File: config.mk
export PLATFORM = sky130hd
export DESIGN_NAME = ifg_defer
export DESIGN_NICKNAME = d
export VERILOG_FILES = /design/src/rtl/ifg_defer_pkg.sv /design/src/rtl/ifg_gap_counter.sv /design/src/rtl/ifg_blind_window.sv /design/src/rtl/ifg_defer.sv
export SDC_FILE = /design/constraint.sdc
export NUM_CORES = 1
export LEC_CHECK = 0
export BUFFER_PORTS_ARGS = -buffer_cell sky130_fd_sc_hd__buf_2
export CORE_UTILIZATION = 30
export DETAILED_ROUTE_END_ITERATION = 16
export PLACE_DENSITY = 0.43
export SLEW_MARGIN = 0
export SYNTH_ARGS = -nofsm -noshare
export SYNTH_HDL_FRONTEND = slang
export SYNTH_HIERARCHICAL = 1
export SYNTH_SLANG_ARGS = --single-unit
File: constraint.sdc
create_clock -name clk -period 2.6 [get_ports clk]
set_clock_uncertainty 0.05 [all_clocks]
set_input_delay 0.13 -clock clk [delete_from_list [all_inputs] [get_ports clk]]
set_output_delay 0.13 -clock clk [all_outputs]
set_load 0.01 [all_outputs]
File: src/rtl/ifg_defer_pkg.sv
package ifg_defer_pkg;

    // Channel state seen by the deferral controller
    typedef enum logic [1:0] {
        ST_GAP     = 2'd0,   // timing or holding the inter-frame gap
        ST_GRANTED = 2'd1,   // grant issued, waiting for transmitter
        ST_TX      = 2'd2    // own transmission or its trailing carrier
    } ifg_state_e;

    typedef struct packed {
        ifg_state_e st;
        logic       after_tx;   // current gap follows our own transmission
        logic       grant;      // registered grant pulse
    } ifg_ctrl_t;

endpackage

File: src/rtl/ifg_gap_counter.sv
module ifg_gap_counter #(
    parameter int GAP_TICKS   = 96,
    parameter int PART1_TICKS = 60,
    localparam int CW         = $clog2(GAP_TICKS + 1)
) (
    input  logic          clk,
    input  logic          rst_n,
    input  logic          tick,
    input  logic          clr,
    output logic [CW-1:0] count,
    output logic          in_part1,
    output logic          done
);
    localparam logic [CW-1:0] GAP_END = CW'(GAP_TICKS);
    localparam logic [CW-1:0] P1_END  = CW'(PART1_TICKS);

    logic [CW-1:0] cnt_d, cnt_q;

    always_comb begin
        cnt_d = cnt_q;
        if (clr)
            cnt_d = '0;
        else if (tick && (cnt_q != GAP_END))
            cnt_d = cnt_q + 1'b1;
    end

    always_ff @(posedge clk) begin
        if (!rst_n) cnt_q <= GAP_END;   // expired at reset
        else        cnt_q <= cnt_d;
    end

    assign count    = cnt_q;
    assign in_part1 = (cnt_q < P1_END);
    assign done     = (cnt_q == GAP_END);
endmodule

File: src/rtl/ifg_blind_window.sv
module ifg_blind_window #(
    parameter int BLIND_TICKS = 40,
    localparam int BW         = $clog2(BLIND_TICKS + 1)
) (
    input  logic clk,
    input  logic rst_n,
    input  logic tick,
    input  logic start,
    input  logic kill,
    output logic active
);
    localparam logic [BW-1:0] LAST = BW'(BLIND_TICKS - 1);

    typedef struct packed {
        logic          act;
        logic [BW-1:0] cnt;
    } blind_t;

    blind_t w_d, w_q;

    always_comb begin
        w_d = w_q;
        if (kill) begin
            w_d.act = 1'b0;
        end else if (start && !w_q.act) begin
            w_d.act = 1'b1;
            w_d.cnt = '0;
        end else if (w_q.act && tick) begin
            if (w_q.cnt == LAST) w_d.act = 1'b0;
            else                 w_d.cnt = w_q.cnt + 1'b1;
        end
    end

    always_ff @(posedge clk) begin
        if (!rst_n) w_q <= '0;
        else        w_q <= w_d;
    end

    assign active = w_q.act;
endmodule

File: src/rtl/ifg_defer.sv
module ifg_defer
    import ifg_defer_pkg::*;
#(
    parameter int GAP_TICKS   = 96,
    parameter int PART1_TICKS = 60,
    parameter int BLIND_TICKS = 40
) (
    input  logic clk,
    input  logic rst_n,
    input  logic bit_tick,
    input  logic carrier_sense,
    input  logic xmit_busy,
    input  logic xmit_req,
    input  logic post_tx_single_part,
    output logic xmit_go,
    output logic deferring
);
    localparam int CW = $clog2(GAP_TICKS + 1);

    ifg_ctrl_t     ctrl_d, ctrl_q;
    logic          gap_clr, gap_part1, gap_done;
    logic [CW-1:0] gap_cnt;
    logic          blind_start, blind_kill, blind_act;
    logic          crs_eff, st_gap, after_tx;

    ifg_gap_counter #(
        .GAP_TICKS  (GAP_TICKS),
        .PART1_TICKS(PART1_TICKS)
    ) u_gap (
        .clk     (clk),
        .rst_n   (rst_n),
        .tick    (bit_tick),
        .clr     (gap_clr),
        .count   (gap_cnt),
        .in_part1(gap_part1),
        .done    (gap_done)
    );

    ifg_blind_window #(
        .BLIND_TICKS(BLIND_TICKS)
    ) u_blind (
        .clk   (clk),
        .rst_n (rst_n),
        .tick  (bit_tick),
        .start (blind_start),
        .kill  (blind_kill),
        .active(blind_act)
    );

    // Carrier as seen by the deferral logic: masked during blinding
    assign crs_eff = carrier_sense & ~blind_act;

    always_comb begin
        ctrl_d       = ctrl_q;
        ctrl_d.grant = 1'b0;
        gap_clr      = 1'b0;
        blind_start  = 1'b0;
        blind_kill   = 1'b0;
        unique case (ctrl_q.st)
            ST_GAP: begin
                if (xmit_busy) begin
                    ctrl_d.st  = ST_TX;
                    gap_clr    = 1'b1;
                    blind_kill = 1'b1;
                end else if (gap_done && xmit_req) begin
                    ctrl_d.st    = ST_GRANTED;
                    ctrl_d.grant = 1'b1;
                end else if (crs_eff && (gap_part1 || gap_done ||
                             (ctrl_q.after_tx && post_tx_single_part))) begin
                    // activity counts as a receive: restart full gap
                    gap_clr         = 1'b1;
                    ctrl_d.after_tx = 1'b0;
                end
            end
            ST_GRANTED: begin
                gap_clr = 1'b1;
                if (xmit_busy) ctrl_d.st = ST_TX;
            end
            ST_TX: begin
                if (!xmit_busy && !carrier_sense) begin
                    ctrl_d.st       = ST_GAP;
                    ctrl_d.after_tx = 1'b1;
                    blind_start     = 1'b1;
                end else begin
                    gap_clr = 1'b1;
                end
            end
            default: begin
                ctrl_d.st = ST_GAP;
            end
        endcase
    end

    always_ff @(posedge clk) begin
        if (!rst_n) begin
            ctrl_q.st       <= ST_GAP;
            ctrl_q.after_tx <= 1'b0;
            ctrl_q.grant    <= 1'b0;
        end else begin
            ctrl_q <= ctrl_d;
        end
    end

    assign st_gap    = (ctrl_q.st == ST_GAP);
    assign after_tx  = ctrl_q.after_tx;
    assign xmit_go   = ctrl_q.grant;
    assign deferring = ~st_gap | ~gap_done;
endmodule

==> impl_metrics.json <==
{
  "relSlewSlack_pct": 68.73,
  "r2r-start": "u_gap/count[0]",
  "htree_levels": 1,
  "yosysTopAreaCell": "dfxtp_1",
  "endpoint_kind": "flop",
  "cp_max_fo": 6,
  "syn_avg_cell_area_um2": 8.287,
  "routedWlPerCell_um": 11.81,
  "cts_buffers": 3,
  "synth_top_area_share_pct": 35.64,
  "tns_ps": 0,
  "antenna_cells": 0,
  "grt_use_total_pct": 13.66,
  "endpoint": "u_gap/count[5]",
  "initial_core_util_pct": 32.32,
  "cts_hold_buf": 0,
  "hold_class": "input pin to flop",
  "synth_edf_count": 0,
  "postRouteWirelength_um": 2066,
  "async_flop_share_pct": 0,
  "fin_crit_ps": 2215,
  "synthTopCellsByArea": "dfxtp_1, nand2_1, ha_1, nand2b_1, nor2b_1",
  "reg2reg_to": "u_gap/count[5]",
  "fmax_mhz": 451.5,
  "rsz0062_at_grt": "false",
  "drc_errors": 0,
  "rrSetupSlack_ps": 390,
  "drt-vias-per-instance": 4.943,
  "netlist_instances": 122,
  "drt_iter0_drc": 40,
  "synth_fp_nets": 132,
  "drt_pass1_iterations": 4,
  "worstSetupPathType": "flop to flop",
  "clk_pin_slew_ps": 110,
  "dp_hpwl_um": 1471,
  "vias": 865,
  "synth.yosys.seq_area_share_pct": 35.64,
  "yosys_register_bits": 18,
  "multi_input_area_um2": 615.6,
  "startpoint": "u_gap/count[0]",
  "fillCellCount": 330,
  "ios": 9,
  "ant_nets": 0,
  "worstMarginPinSlew_ps": 469.0,
  "drive_gt1_share_pct": 12.21,
  "hold_viol_final": 0,
  "clock-root-buffer": "clkbuf_4",
  "yosysMostFrequentCell": "dfxtp_1",
  "first_global_vias": 849,
  "leakage_nw": 0.4096,
  "post_cts_resized": 0,
  "cts_setup_buffers": 0,
  "reg2regPathDepth": 10,
  "cts_buffer_depth": 2,
  "peakVddDrop_mv": 0.1926,
  "io_buffers": 8,
  "cts_tree": "done",
  "start_kind": "flop",
  "yosys-top-cells-count": "dfxtp_1, nand2_1",
  "rows": 20,
  "insertion_delay_ps": 290,
  "dp_cells": 172,
  "synthFlopType": "dfxtp_1",
  "status": "finished, final reports clean",
  "antenna_found_initial": 0,
  "layout.cells.non_filler": 175,
  "fp.dieArea_mm2": 0.003606,
  "area_growth_pct": 10.40,
  "powerDensity_mw_per_mm2": 451.4,
  "cts_sinks": 18,
  "timing.final.max_slew_violations": 0,
  "setup_violations": 0,
  "min_period_over_period_pct": 85.18,
  "grt_pass1_wl_um": 3774,
  "layout.nets": 143,
  "grt_max_degree": 19,
  "required_ps": 2780,
  "yosysWarnings": 6,
  "fp.dieH_um": 60.05,
  "ys_types": 43,
  "grt_overflow_total": 0,
  "coreArea_mm2": 0.003128,
  "hold_depth": 3,
  "register_area_um2": 360.3,
  "synth_area_mm2": 0.001011,
  "gp_congestion": 0.7510,
  "die_x_um": 60.05,
  "critical_path_arrival_ps": 2400,
  "cap_violations": 0
}
## cell type report
class	count	area share (%)
repair buffers	9	4.260
clock buffers	3	2.018
well taps	44	4.933
inverters	4	1.345
flip-flops and latches	18	32.29
multi-input cells	97	55.16
## layer usage
| layer | track usage [%] | wire, µm | vias up |
|---|---|---|---|
| met3 | 3.896 | 59 | 2 |
| met2 | 21.11 | 895 | 8 |
| met1 | 18.37 | 1091 | 393 |
| met4 | 3.987 | 20 | 0 |
| met5 | 0 | 0 | - |
| li1 | - | - | 462 |
## per-stage QoR
step | worst slack, ps | power, W | hold WS (ps) | util [%] | cell area, µm²
after CTS | 387.4 | 0.0005141 | 53.18 | 35.68 | 1116
after detailed placement | 418.9 | 0.0003672 | 372.1 | 34.96 | 1094
after global routing | 90.94 | 0.0005385 | 72.27 | 35.68 | 1116
after floorplan | 494.9 | 0.0003450 | 151.8 | - | 1011
after global placement | 468.5 | 0.0003668 | 365.6 | 34.96 | 1094
final | 385.4 | 0.0005038 | 65.35 | 35.68 | 1116
## cells in the final DEF (no fill, tap or decap), types with 4 or more instances in the layout
cell type and instances:
a21oi_1 6, nand2b_1 6, o21ai_0 6, buf_2 8, nor2b_1 6, nand2_1 17, dfxtp_1 18, and2_1 4
inv_1 4, nor2_1 5
## registers in the layout, summed over array words and instances, names as in the netlist
register,count
u_gap/count,7
u_blind/w_q,6
ctrl_q,2
after_tx,1
u_blind/active,1
xmit_go,1
## power by group
part / internal [W] / leakage, nW / switching [W] / total (W)
sequential: 0.000284 / 0.146 / 0.00000810 / 0.000292
clock: 0.0000539 / 0.0138 / 0.0000884 / 0.000142
combinational: 0.0000304 / 0.249 / 0.0000392 / 0.0000696
total: 0.000368 / 0.410 / 0.000136 / 0.000504
## critical path, stage by stage (launching register included)
cell and delay (ps):
dfxtp_1 400, inv_1 80, ha_1 190, nand2b_1 100, nor4_1 60, buf_4 160
a211o_1 220, nand4b_1 110, a22oi_1 180, or4_1 530, nand3_1 90
## cell families after synthesis
logic type,after synthesis,share of synthesized area [%]
adders and majority gates,3,3.713
muxes,2,1.980
and+or+nand+nor,63,36.01
xor gates and xnor gates,2,1.733
DFF,18,35.64
buffers and inverters,7,3.464
AOI/OAI and AO/OA,27,17.45
## how the worst min path moves through the flow
stage,from,endpoint,slack (ps)
CTS,carrier_sense,ctrl_q[3],50
floorplan,rst_n,u_gap/count[5],150
finish,carrier_sense,ctrl_q[3],70
detailed placement,carrier_sense,ctrl_q[3],370
global placement,xmit_busy,ctrl_q[3],370
global route,carrier_sense,ctrl_q[3],70
No activity file was read; power rests on OpenSTA's default activity.
